<file path="src/rtl/uart_irq_pkg.sv">
package uart_irq_pkg;
  // Number of interrupt sources; the slot index doubles as the priority code.
  localparam int unsigned SRC_N = 4;

  typedef enum logic [1:0] {
    SRC_MSR = 2'd0,   // lowest priority
    SRC_THR = 2'd1,
    SRC_RXA = 2'd2,
    SRC_ERR = 2'd3    // highest priority
  } src_e;
endpackage

</file>
<file path="src/rtl/uart_irq_slot.sv">
// One interrupt source: enable gating and a service mask that re-arms when
// the source level drops.
module uart_irq_slot (
  input  logic clk,
  input  logic rst_l,
  input  logic cond_i,
  input  logic svc_i,
  input  logic en_i,
  output logic act_o
);
  logic sup_q;
  logic sup_d;

  always_comb begin
    if (cond_i) sup_d = sup_q | svc_i;
    else        sup_d = 1'b0;
    act_o = cond_i & en_i & ~sup_d;
  end

  always_ff @(posedge clk or negedge rst_l) begin
    if (!rst_l) sup_q <= 1'b0;
    else        sup_q <= sup_d;
  end

  AST_SVC_MASKS: assert property (@(posedge clk) disable iff (!rst_l)
    (cond_i && svc_i) |=> sup_q) else $error("service did not mask");
  AST_LOW_REARMS: assert property (@(posedge clk) disable iff (!rst_l)
    !cond_i |=> !sup_q) else $error("mask not released");
  AST_MASK_HOLDS: assert property (@(posedge clk) disable iff (!rst_l)
    (sup_q && cond_i) |=> sup_q) else $error("mask dropped early");
endmodule

</file>
<file path="src/rtl/uart_irq_prio.sv">
// Fixed-priority encoder: the highest set request index wins.
module uart_irq_prio #(
  parameter int unsigned N  = 4,
  localparam int unsigned CW = (N > 1) ? $clog2(N) : 1
) (
  input  logic [N-1:0]  req_i,
  output logic          valid_o,
  output logic [CW-1:0] code_o
);
  logic [N-1:0] grant;
  logic [N-1:0] above;

  always_comb begin
    above[N-1] = 1'b0;
    for (int i = N - 2; i >= 0; i--) above[i] = above[i+1] | req_i[i+1];
    grant = req_i & ~above;
    code_o = '0;
    for (int i = 0; i < N; i++) begin
      if (grant[i]) code_o = CW'(i);
    end
    valid_o = |req_i;
  end

  always_comb begin
    AST_ONE_WINNER: assert ($onehot0(grant)) else $error("two winners");
    AST_WINNER_IFF: assert ((|grant) == valid_o) else $error("winner mismatch");
  end
endmodule

</file>
<file path="src/rtl/uart_irq_ctrl.sv">
module uart_irq_ctrl
  import uart_irq_pkg::*;
#(
  parameter int unsigned IID_W = 8,
  localparam int unsigned CW = $clog2(SRC_N)
) (
  input  logic             clk,
  input  logic             rst_n,
  input  logic             ien_we,
  input  logic [SRC_N-1:0] ien_din,
  input  logic             line_err,
  input  logic             rx_ready,
  input  logic             tx_empty,
  input  logic             msr_delta,
  input  logic             rd_lsr,
  input  logic             rd_rbr,
  input  logic             rd_iir,
  input  logic             rd_msr,
  input  logic             wr_thr,
  output logic             irq,
  output logic [IID_W-1:0] iir
);
  localparam logic [IID_W-1:0] IDLE_IID = IID_W'(1);
  localparam logic [IID_W-1:0] THR_IID  = IID_W'(int'(SRC_THR) * 2);

  // Reset: asserted asynchronously, released after two edges.
  logic [1:0] rst_sync;
  logic       rst_l;
  always_ff @(posedge clk or negedge rst_n) begin
    if (!rst_n) rst_sync <= 2'b00;
    else        rst_sync <= {rst_sync[0], 1'b1};
  end
  assign rst_l = rst_sync[1];

  // Enable register
  logic [SRC_N-1:0] ien_q;
  logic [SRC_N-1:0] ien_d;
  always_comb ien_d = ien_we ? ien_din : ien_q;
  always_ff @(posedge clk or negedge rst_l) begin
    if (!rst_l) ien_q <= '0;
    else        ien_q <= ien_d;
  end

  // Source and service vectors, indexed by priority code
  logic [SRC_N-1:0] cond_v;
  logic [SRC_N-1:0] svc_v;
  logic [SRC_N-1:0] act_v;
  logic             thr_shown;

  always_comb begin
    thr_shown = (iir == THR_IID);
    cond_v = '0;
    svc_v  = '0;
    cond_v[SRC_ERR] = line_err;
    cond_v[SRC_RXA] = rx_ready;
    cond_v[SRC_THR] = tx_empty;
    cond_v[SRC_MSR] = msr_delta;
    svc_v[SRC_ERR]  = rd_lsr;
    svc_v[SRC_RXA]  = rd_rbr;
    svc_v[SRC_THR]  = wr_thr | (rd_iir & thr_shown);
    svc_v[SRC_MSR]  = rd_msr;
  end

  for (genvar g = 0; g < SRC_N; g++) begin : g_slot
    uart_irq_slot u_slot (
      .clk    (clk),
      .rst_l  (rst_l),
      .cond_i (cond_v[g]),
      .svc_i  (svc_v[g]),
      .en_i   (ien_d[g]),
      .act_o  (act_v[g])
    );
  end

  logic          pend;
  logic [CW-1:0] win;
  uart_irq_prio #(.N(SRC_N)) u_prio (
    .req_i   (act_v),
    .valid_o (pend),
    .code_o  (win)
  );

  // Output registers
  logic             irq_d;
  logic [IID_W-1:0] iir_d;
  always_comb begin
    irq_d = |act_v;
    iir_d = '0;
    iir_d[CW:1] = win;
    iir_d[0] = ~pend;
  end

  always_ff @(posedge clk or negedge rst_l) begin
    if (!rst_l) begin
      irq <= 1'b0;
      iir <= IDLE_IID;
    end else begin
      irq <= irq_d;
      iir <= iir_d;
    end
  end

  AST_IDLE_ID: assert property (@(posedge clk) disable iff (!rst_l)
    !irq |-> (iir == IDLE_IID)) else $error("idle id wrong");
  AST_ID_TOP_ZERO: assert property (@(posedge clk) disable iff (!rst_l)
    iir[IID_W-1:CW+1] == '0) else $error("id upper bits set");
  AST_IRQ_NEEDS_EN: assert property (@(posedge clk) disable iff (!rst_l)
    irq |-> (|ien_q)) else $error("irq without enable");
  AST_THR_READ_CLEARS: assert property (@(posedge clk) disable iff (!rst_l)
    (rd_iir && thr_shown) |=> (iir != THR_IID)) else $error("id read kept thr");
endmodule

</file>
<file path="config.mk">
export PLATFORM = sky130hd
export DESIGN_NAME = uart_irq_ctrl
export DESIGN_NICKNAME = d
export VERILOG_FILES = /design/src/rtl/uart_irq_pkg.sv /design/src/rtl/uart_irq_slot.sv /design/src/rtl/uart_irq_prio.sv /design/src/rtl/uart_irq_ctrl.sv
export SDC_FILE = /design/constraint.sdc
export NUM_CORES = 1
export LEC_CHECK = 0
export ABC_AREA = 1
export BUFFER_PORTS_ARGS = -buffer_cell sky130_fd_sc_hd__buf_2
export CORE_UTILIZATION = 47
export DETAILED_ROUTE_END_ITERATION = 10
export PLACE_DENSITY = 0.76
export SYNTH_ARGS = -nofsm -noshare
export SYNTH_HDL_FRONTEND = slang
export SYNTH_SLANG_ARGS = --single-unit
</file>
<file path="constraint.sdc">
create_clock -name clk -period 1.1 [get_ports clk]
set_clock_uncertainty 0.15 [all_clocks]
set_input_delay 0.275 -clock clk [delete_from_list [all_inputs] [get_ports clk]]
set_output_delay 0.275 -clock clk [all_outputs]
set_load 0.03 [all_outputs]
</file>
# --- Word level (Yosys, flattened, before mapping) ---
# Index checks and enable logic that the tools add are counted.
totals:
  ff_bits: 14
  out_inout_bits: 9
  elab_cells: 41
op_classes:
  mux: 8
  bitwise: 23
  n_reduce_logical: 1
  n_eq_ne: 1
op_table:
  columns: ["cell", "n"]
  rows:
  - ["1-bit AND", 9]
  - ["1-bit OR", 7]
  - ["1-bit 2-to-1 mux", 5]
  - ["1-bit inverter", 5]
  - ["4-bit AND", 1]
  - ["2-bit 2-to-1 mux", 2]
  - ["4-bit 2-to-1 mux", 1]
  - ["3-bit inverter with 4-bit output", 1]
  - ["4-bit OR reduction", 1]
  - ["3-bit by 2-bit equality test with 1-bit output (second input constant)", 1]

# --- Logic depth before layout (Yosys ltp) ---
# Gate-level depths: netlist (run 1).
depth:
  depth_word: 13
  mapped_depth: 7
  depth_no_buf: 6

# --- Hierarchy ---
# From an unflattened synthesis (run 1), not the netlist that was laid out.
unflattened:
  hier_cells: 83
  area_unflattened_um2: 636.9
modules_own_cells:
  columns: ["mod", "seq_area_each_um2", "area_each_um2", "n_inst", "cells_each"]
  rows:
  - ["uart_irq_ctrl", 251.5, 384.1, 1, 39]
  - ["uart_irq_slot", 25.0, 55.1, 4, 9]
  - ["uart_irq_prio", 0.0, 32.5, 1, 8]

# --- Least setup slack after synthesis (run 1) ---
# Ideal clock, no wire load.
synth_timing:
  kind: "reg2reg"
  start: "register iir[0]"
  end: "register iir[1]"
  stages_incl_launch_ff: 5
  slack_ps: -146
  n_path_buf: 0
  setup_ps: 65
  required_time_ps: 885
  t_arrival_ps: 1031
  period_less_slack_ps: 1246
  cell_sequence: "dfstp_2 > nor2_1 > a21oi_1 > nand3_1 > nand2_1"
synth_via:
  elab_chain_len: 11
synth_lines:
  columns: ["element", "line_no", "source"]
  rows:
  - ["start: declaration", "uart_irq_ctrl.sv:21", "output logic [IID_W-1:0] iir"]
  - ["start signal: assignment", "uart_irq_ctrl.sv:99", "iir <= iir_d;"]
  - ["3-bit by 2-bit equality test with 1-bit output", "uart_irq_ctrl.sv:51", "thr_shown = (iir == THR_IID);"]
  - ["1-bit AND", "uart_irq_ctrl.sv:60", "svc_v[SRC_THR] = wr_thr | (rd_iir & thr_shown);"]
  - ["1-bit OR", "uart_irq_ctrl.sv:60", null]
  - ["1-bit OR", "uart_irq_slot.sv:15", "if (cond_i) sup_d = sup_q | svc_i;"]
  - ["1-bit 2-to-1 mux", "uart_irq_slot.sv:15", null]
  - ["1-bit inverter", "uart_irq_slot.sv:17", "act_o = cond_i & en_i & ~sup_d;"]
  - ["1-bit AND", "uart_irq_slot.sv:17", null]
  - ["4-bit AND", "uart_irq_prio.sv:16", "grant = req_i & ~above;"]
  - ["1-bit 2-to-1 mux", "uart_irq_prio.sv:19", "if (grant[i]) code_o = CW'(i);"]
  - ["2-bit 2-to-1 mux (2 in series)", "uart_irq_prio.sv:19", null]
  - ["named net iir_d[1]", "uart_irq_ctrl.sv:85", "logic [IID_W-1:0] iir_d;"]
# The timed path passes the listed nets, and every way through them passes these cells.

# --- Final worst setup path (run 1) ---
layout_timing:
  start: "register iir[0]"
  end: "output port iir[0]"
# No word-level cell between the ends.

==> out/qor.yml, run 1 <==
synth:
  synth_seq_area_share_pct: 50.2
  yosys_warnings: 0
  syn-cell-area_um2: 701
  ys_types: 14
  postSynthCellCount: 91
  syn_avg_cell_area_um2: 7.70
  yosys_register_bits: 14
worst_setup_path:
  slowest_stage: "dfstp_2"
  regToRegStartpoint: "iir[2]"
  max_stage_delay_ps: 550
  startpoint_type: "register"
  startpoint: "iir[0]"
  reg2reg_depth: 6
  r2r_setup_slack_ps: -40
  cp_max_fo: 2
  cp.required_ps: 670
  worstSetupEndpointType: "primary output"
  cp_top_family: "flip-flops"
  critPathArrivalTime_ps: 960
  r2r_end: "iir[0]"
  cp.depth: 1
  cp_num_buf_inv: 1
  critPathKind: "register to primary output"
  cp_cell_sequence: "buf_6"
  worstSetupEndpoint: "iir[0]"
grt:
  grt_pass1_wl_um: 1760
  grt_pass1_vias: 480
  grt_usage_pct: 17.1
  overflow: 0
  grt_start_max_net_pins: 13
  antenna_found_initial: 0
sta:
  max_freq_mhz: 724
  fin_tns_setup_ps: -721
  slew_violations: 0
  setup_violations: 7
  min_period_over_period_pct: 126
  fin_ws_ps: -281
  hold_viol: 0
  rsz0062_at_grt: "true"
  finalCriticalPeriod_ps: 1380
detailed_routing:
  drc_errors: 0
  first_pass_iters: 4
  vias: 546
  drt_iter0_markers: 4
  post_drt_wl_per_cell_um: 8.29
  routed_wl_um: 1070
  antenna_left: 0
  vias_per_cell: 4.23
layout:
  post-route-util_pct: 63.4
  final_nets: 131
  final_cell_mix: "nand2_1 (22), inv_1 (19), buf_2 (15), dfrtp_1 (13), nor2_1 (10)"
  area.growth.synth_to_final_pct: 22.1
  instances_no_fill: 129
  layout_commonest_cell: "nand2_1"
  n_antenna_cell: 0
  drive_above_1_share_pct: 29.8
power_and_ir_drop:
  power_density_mw_per_mm2: 1280
  comb_power_share_pct: 20.3
  pwr-share-seq_pct: 53.4
  power_frac_clock_pct: 26.4
  switchingPower_mw: 0.309
  peakVddDrop_mv: 1.14
  p_int_mw: 0.786
  switching_share_pct: 28.2
  cellLeakagePower_nw: 0.520
  power_mw: 1.10
floorplan:
  num_rows: 13
  dieArea_mm2: 0.00165
  core_area_mm2: 0.00135
  initial_core_util_pct: 51.9
  die_w_um: 40.6
  die_h_um: 40.6
  io_pins: 25
cts:
  cts_tree: "done"
  ctsRootBufferMaster: "clkbuf_4"
  numCtsBuffers: 3
  cts_sinks: 14
  clk_pin_slew_ps: 70
  clk_latency_ps: 270
  h-tree-depth: 1
  clk_path_buf_depth: 2
placement:
  io_buffers: 19
  place_inst: 123
  dp_hpwl_um: 910
  gp_congestion: 0.800
status:
  status: "finished, violations left"
  violations: "setup timing"
min_path:
  hold_path.class: "register to asynchronous set/reset pin"
flow_run:
  cap_viol_max_count: 0
Yosys cell counts:
master   number  area share [%]
a21oi_1       3             2.1
a21oi_2       1             1.3
buf_4         5             5.4
buf_6         1             1.6
conb_1        2             1.1
dfrtp_1      13              46
dfstp_2       1             3.8
inv_1        19              10
inv_4         1            0.89
nand2_1      22              12
nand2_2       6             5.4
nand3_1       5             3.6
nor2_1       11             5.9
o21ai_1       1            0.71
state kept, by name (all words and copies together), names as in the netlist:
name / flops
irq: 1
ien_q: 4
g_slot.u_slot.sup_q: 4
rst_sync: 2
iir: 3
per-layer routing:
metal / part of all wire, % / routed length (um) / GRT usage (%) / vias up
met5: 0 / 0 / 0 / -
met4: 0 / 0 / 5.00 / 0
met3: 7.2 / 77 / 9.78 / 0
met2: 50 / 538 / 30.6 / 19
met1: 42 / 452 / 16.6 / 231
li1: - / - / - / 296
final cells by class:
type	instances	area (um2)
Multi-Input combinational cell	55	244
Fill cell	118	494
Tap cell	15	18.8
Timing Repair Buffer	21	138
Inverter	20	77.6
Clock buffer	4	26.3
Sequential cell	14	352
through the flow:
stage / hold WS [ps] / cell area, um2 / worst slack [ps]
final: 38.7 / 856 / -281
after global routing: 54.3 / 856 / -321
after CTS: 49.5 / 856 / -292
after detailed placement: -89.3 / 787 / -70.1
after global placement: -89.8 / 787 / -22.1
after floorplan: -171 / 722 / -64.1
cell families (layout without fill, tap and decap cells):
kind of cell / after synthesis / in the layout / share of synthesized area, %
compound gates: 5 / 5 / 4.11
buf+inv: 26 / 45 / 18.0
flops: 14 / 14 / 50.2
other cells: 2 / 6 / 1.07
simple gates: 44 / 44 / 26.6
worst min path at each step:
stage                startpoint                     end  slack, ps  cells past startpoint
floorplan                 rst_n             rst_sync[0]       -170                      0
global route           line_err  g_slot[3].u_slot.sup_q         50                      3
detailed placement        rst_n             rst_sync[0]        -90                      1
finish              rst_sync[1]  g_slot[0].u_slot.sup_q         40                      0
global placement          rst_n             rst_sync[0]        -90                      1
CTS                    line_err  g_slot[3].u_slot.sup_q         50                      3
what timing repair did:
item                                    in CTS  in global routing
gates resized for setup                      8                  0
endpoints found under the hold margin        2                  0
pin swaps                                    0                  2
hold buffers                                 1                  0
setup buffers                                1                  0
endpoints found under the setup margin       6                  9
power by group through the flow:
stage,Combinational (mW),Clock (mW),Sequential (mW)
2_1_floorplan,0.130,0,0.618
3_3_place_gp,0.196,0,0.593
3_5_place_dp,0.201,0,0.594
4_1_cts,0.224,0.305,0.587
5_1_grt,0.253,0.332,0.590
6_report,0.222,0.289,0.585
No activity file was read; power rests on OpenSTA's default activity.
==> run 2, diff against run 1 <==
CORE_MARGIN = 2   (was not set)
CORE_UTILIZATION = 45   (was 47)
PLACE_DENSITY = 0.75   (was 0.76)
SYNTH_HIERARCHICAL = 1   (was not set)
==> out/qor.yml, run 2 <==
worst_setup_path:
  cp_top_family: "flip-flops"
  startpoint_type: "register"
  cp_max_fo: 2  # unchanged
  cp.required_ps: 670  # about the same
  cp_num_buf_inv: 1  # unchanged
  slowest_stage: "dfstp_2"
  critPathKind: "register to primary output"
  worstSetupEndpointType: "primary output"
  cp_cell_sequence: "buf_6"
  critPathArrivalTime_ps: 940  # -20 ps
  max_stage_delay_ps: 550  # about the same
flow_run:
  cap_viol_max_count: 0  # unchanged
layout:
  drive_above_1_share_pct: 31.5  # +1.7 points
  seq_area_um2: 352  # unchanged
  final_cell_area_um2: 840  # -1.9%
  final_cell_mix: "inv_1 (22), nand2_1 (18), buf_2 (15), dfrtp_1 (13), nor2_1 (12)"
  n_antenna_cell: 0  # unchanged
  multi_input_area_um2: 205  # -16%
  instances_no_fill: 123  # -4.7%
  fill_cells: 122  # +3.4%
  area.growth.synth_to_final_pct: 31.8
  largest_registers: "g_slot.u_slot/sup_q: 4 flops, ien_q: 4 flops, iir: 3 flops"
  layout_commonest_cell: "inv_1"
  final_nets: 125  # -4.6%
synth:
  synthTopCellsByCount: "inv_1 (22), nand2_1 (19), nor2_1 (16), dfrtp_1 (13), buf_4 (5)"
  ys_types: 9  # -5
  synth_most_common_cell: "inv_1"
  yosysTopAreaCell: "dfrtp_1"
  yosys_register_bits: 14  # unchanged
  async_flop_share_pct: 100  # unchanged
  syn_avg_cell_area_um2: 7.67  # -0.35%
  yosys_warnings: 6  # +6
  synth_ff_type: "dfrtp_1"
  synth.top_cell.area_share_pct: 51.1  # +4.7 points
  syn-cell-area_um2: 637  # -9.1%
  synth_area_leaders: "dfrtp_1 (51%), inv_1 (13%), nand2_1 (11%)"
  synth_edf_count: 0  # unchanged
  synth_seq_area_share_pct: 55.2  # +5.0 points
  postSynthCellCount: 83  # -8.8%
sta:
  slew_violations: 0  # unchanged
  max_freq_mhz: 730  # +0.81%
  min_period_over_period_pct: 125  # -1.0 points
  finalCriticalPeriod_ps: 1370  # -11.1 ps
  fin_ws_ps: -270  # +11.1 ps
  hold_viol: 0  # unchanged
  rsz0062_at_grt: "true"
  setup_violations: 8  # +1
cts:
  clk_pin_slew_ps: 80  # about the same
  cts_tree: "done"
  cts_sinks: 14  # unchanged
  ctsRootBufferMaster: "clkbuf_4"
  clk_latency_ps: 270  # about the same
  numCtsBuffers: 3  # unchanged
  clk_path_buf_depth: 2  # unchanged
  h-tree-depth: 1  # unchanged
power_and_ir_drop:
  power_density_mw_per_mm2: 1370  # +7.0%
  peakVddDrop_mv: 0.816  # -28%
  cellLeakagePower_nw: 0.501  # -3.5%
floorplan:
  die_w_um: 41.6  # +2.5%
  die_h_um: 41.6  # +2.5%
  num_rows: 13  # unchanged
  dieArea_mm2: 0.00173  # +5.0%
  io_pins: 25  # unchanged
  core_area_mm2: 0.00132  # -2.4%
  initial_core_util_pct: 48.3  # -3.6 points
detailed_routing:
  antenna_left: 0  # unchanged
  vias: 519  # -4.9%
  drt_iter0_markers: 8  # +4
  post_drt_wl_per_cell_um: 8.37  # +1.1%
  first_pass_iters: 2  # -2
  vias_per_cell: 4.22  # -0.31%
  routed_wl_um: 1030  # -3.6%
  drc_errors: 0  # unchanged
placement:
  gp_congestion: 0.737  # -7.9%
  place_inst: 117  # -4.9%
  place_ws_ps: -322  # -252 ps
  io_buffers: 19  # unchanged
  dpl-instance-area_um2: 738  # -6.2%
  dp_hpwl_um: 767  # -16%
grt:
  grt_pass1_vias: 436  # -9.2%
  grt_pass1_wl_um: 1760  # unchanged
  overflow: 0  # unchanged
  grt_usage_pct: 13.5  # -3.6 points
  antenna_found_initial: 0  # unchanged
  grt_start_max_net_pins: 13  # unchanged
status:
  violations: "setup timing"
  status: "finished, violations left"
min_path:
  hold_path.class: "register to asynchronous set/reset pin"
run 2: final timing paths:
path,start,endpoint,slack [ps],cells after the start
worst max-delay path,iir[0],iir[0],-270,1
worst min-delay path,rst_sync[1],irq,40,0
worst max register to register,iir[0],iir[0],-200,9
worst min register to register,rst_sync[1],irq,40,0
max in group asynchronous,rst_sync[1],iir[0],410,0
min in group clk,msr_delta,g_slot[0].u_slot/sup_q,60,3
run 2: through the flow:
| step | TNS [ps] | power, mW | hold slack (ps) | utilization [%] |
|---|---|---|---|---|
| after floorplan | -657 | 0.712 | -171 | - |
| after global placement | -956 | 0.758 | -89.8 | 56.0 |
| after detailed placement | -1110 | 0.761 | -88.8 | 56.0 |
| after CTS | -1330 | 1.15 | 56.6 | 61.8 |
| after global routing | -1770 | 1.22 | 55.2 | 63.7 |
| final | -1270 | 1.15 | 38.9 | 63.7 |
run 2: area by class of cell:
type | count | share of cell area [%]
flip-flops and latches | 14 | 41.9
multi-input cells | 46 | 24.4
repair buffers | 22 | 17.3
inverters | 22 | 9.84
clock buffers | 4 | 4.32
well taps | 15 | 2.24
run 2: routing by layer:
layer,global-route usage (%),up-vias,part of all wire (%)
met3,3.04,2,4.3
met1,17.3,233,47
li1,-,271,-
met4,9.68,0,1.2
met5,0,-,0
met2,20.0,13,47
run 2: report_power, final:
part | switching [mW] | internal [mW] | total, mW
Sequential | 0.0256 | 0.558 | 0.583
Clock | 0.158 | 0.201 | 0.359
Combinational | 0.123 | 0.0847 | 0.208
run 2: cells by family (layout without fill, tap and decap cells):
group | after synthesis | count (layout) | share of synthesized area, %
simple gates | 36 | 36 | 21.6
buf+inv | 27 | 48 | 18.9
flops | 14 | 14 | 55.2
compound gates | 4 | 4 | 3.14
other cells | 2 | 6 | 1.18
run 2: timing repair:
item	CTS	global route
endpoints found under the hold margin	2	0
gates resized for setup	12	5
setup endpoints to repair	9	9
pin swaps	10	5
buffers inserted	0	1
hold buffers	1	0
==> run 3, diff against run 2 <==
CORE_MARGIN = 1   (was 2)
CORE_UTILIZATION = 48   (was 45)
CTS_BUF_LIST = sky130_fd_sc_hd__clkbuf_8   (was not set)
PLACE_DENSITY = 0.79   (was 0.75)
==> out/qor.yml, run 3 (synthesized netlist as in run 2, its figures left out) <==
sta:
  timing.hold.ws_ps: 37.3  # -1.58 ps
  max_freq_mhz: 747  # +2.4%
  fin_tns_setup_ps: -1210  # +64.6 ps
  fin_ws_ps: -238  # +31.7 ps
  slew_violations: 0  # unchanged
  rsz0062_at_grt: "true"
  finalCriticalPeriod_ps: 1340  # -31.7 ps
  hold_viol: 0  # unchanged
  setup_violations: 8  # unchanged
  min_period_over_period_pct: 122  # -2.9 points
detailed_routing:
  first_pass_iters: 3  # +1
  drc_errors: 0  # unchanged
  antenna_left: 0  # unchanged
  drt_iter0_markers: 6  # -2
  vias: 523  # +0.77%
  routed_wl_um: 1150  # +12%
  vias_per_cell: 4.22  # about the same
  post_drt_wl_per_cell_um: 9.28  # +11%
grt:
  grt_pass1_wl_um: 1630  # -7.4%
  grt_pass1_vias: 450  # +3.2%
  grt_start_max_net_pins: 13  # unchanged
  antenna_found_initial: 0  # unchanged
  grt_usage_pct: 16.4  # +2.9 points
  overflow: 0  # unchanged
layout:
  final_nets: 127  # +1.6%
  largest_registers: "g_slot.u_slot/sup_q: 4 flops, ien_q: 4 flops, iir: 3 flops"
  final_cell_area_um2: 877  # +4.5%
  area.growth.synth_to_final_pct: 37.7
  n_antenna_cell: 0  # unchanged
  layout_commonest_cell: "inv_1"
  multi_input_area_um2: 210  # +2.4%
  final_cell_mix: "inv_1 (22), nand2_1 (18), buf_2 (15), dfrtp_1 (13), nor2_1 (12)"
  fill_cells: 90  # -26%
  drive_above_1_share_pct: 32.7  # +1.2 points
  seq_area_um2: 352  # unchanged
worst_setup_path:
  cp.depth: 1  # unchanged
  critPathKind: "register to primary output"
  regToRegStartpoint: "iir[0]"
  r2r_end: "iir[0]"
  max_stage_delay_ps: 550  # about the same
  cp_top_family: "flip-flops"
  cp.required_ps: 670  # about the same
  startpoint: "iir[0]"
  cp_max_fo: 2  # unchanged
  startpoint_type: "register"
  worstSetupEndpoint: "iir[0]"
  reg2reg_depth: 9  # unchanged
  r2r_setup_slack_ps: -220  # -20 ps
  critPathArrivalTime_ps: 910  # -30 ps
  cp_num_buf_inv: 1  # unchanged
  worstSetupEndpointType: "primary output"
  slowest_stage: "dfstp_2"
  cp_cell_sequence: "buf_6"
cts:
  cts_tree: "done"
  clk_path_buf_depth: 2  # unchanged
  clk_latency_ps: 240  # -30 ps
  cts_sinks: 14  # unchanged
  h-tree-depth: 1  # unchanged
  clk_pin_slew_ps: 50  # -30 ps
  ctsRootBufferMaster: "clkbuf_8"
  numCtsBuffers: 3  # unchanged
min_path:
  hold_path.class: "register to asynchronous set/reset pin"
floorplan:
  die_w_um: 38.4  # -7.7%
  die_h_um: 38.4  # -7.7%
  dieArea_mm2: 0.00148  # -15%
  io_pins: 25  # unchanged
  core_area_mm2: 0.00117  # -11%
  num_rows: 12  # -1
  initial_core_util_pct: 54.4  # +6.0 points
power_and_ir_drop:
  power_density_mw_per_mm2: 1470  # +6.9%
  peakVddDrop_mv: 0.876  # +7.3%
  switching_share_pct: 24.7  # -2.0 points
  power_mw: 1.29  # +12%
  p_int_mw: 0.968  # +15%
  comb_power_share_pct: 17.4  # -0.7 points
  cellLeakagePower_nw: 0.520  # +3.7%
  switchingPower_mw: 0.317  # +3.3%
  pwr-share-seq_pct: 45.6  # -5.1 points
  power_frac_clock_pct: 37.0  # +5.8 points
status:
  violations: "setup timing"
  status: "finished, violations left"
placement:
  dp_hpwl_um: 854  # +11%
  dpl-instance-area_um2: 752  # +1.9%
  io_buffers: 19  # unchanged
  gp_congestion: 0.729  # -1.2%
  place_ws_ps: -281  # +41.2 ps
flow_run:
  cap_viol_max_count: 0  # unchanged
## run 3: repair_timing
item / 4_1_cts / 5_1_grt
hold buffers: 1 / 0
pin swaps: 7 / 12
setup endpoints to repair: 9 / 9
buffers inserted: 0 / 1
hold endpoints to repair: 2 / 0
gates resized for setup: 13 / 5
## run 3: how the worst min path moves through the flow
| stage | start | to | slack (ps) |
|---|---|---|---|
| after global placement | rst_n | rst_sync[1] | -90 |
| final | rst_sync[1] | iir[2] | 40 |
| after detailed placement | rst_n | rst_sync[0] | -90 |
| after global routing | rst_sync[1] | irq | 80 |
| after CTS | rst_sync[1] | iir[2] | 60 |
| after floorplan | rst_n | rst_sync[0] | -170 |
## run 3: per-layer routing
metal | share of wire (%) | vias to the layer above | GRT usage [%] | wire length (um)
li1 | - | 274 | - | -
met1 | 42 | 228 | 16.9 | 489
met2 | 52 | 19 | 32.2 | 598
met3 | 5.1 | 2 | 1.74 | 59
met4 | 0.35 | 0 | 7.76 | 4
met5 | 0 | - | 0 | 0
## run 3: area by class of cell
class                           instances  area share (%)
Tap cell                               14            2.00
Multi-Input combinational cell         46            24.0
Timing Repair Buffer                   24            18.3
Inverter                               22            9.42
Clock buffer                            4            6.28
Sequential cell                        14            40.1
## run 3: through the flow
step	cells	utilization, %
after floorplan	87	-
after global placement	118	64.2
after detailed placement	118	64.2
after CTS	123	72.6
after global routing	124	74.9
final	124	74.9
## run 3: worst reg2reg max path, delay by kind of cell (launching register included)
family	cells	cell delay (ps)
flip-flops	1	550
AND/OR/NAND/NOR	7	460
buffers and inverters	2	100
## run 3: power by group through the flow
stage          Combinational, mW  Sequential [mW]  Clock, mW
2_1_floorplan             0.0970            0.615          0
3_3_place_gp               0.176            0.588          0
3_5_place_dp               0.184            0.591          0
4_1_cts                    0.210            0.585      0.486
5_1_grt                    0.247            0.591      0.516
6_report                   0.224            0.586      0.476
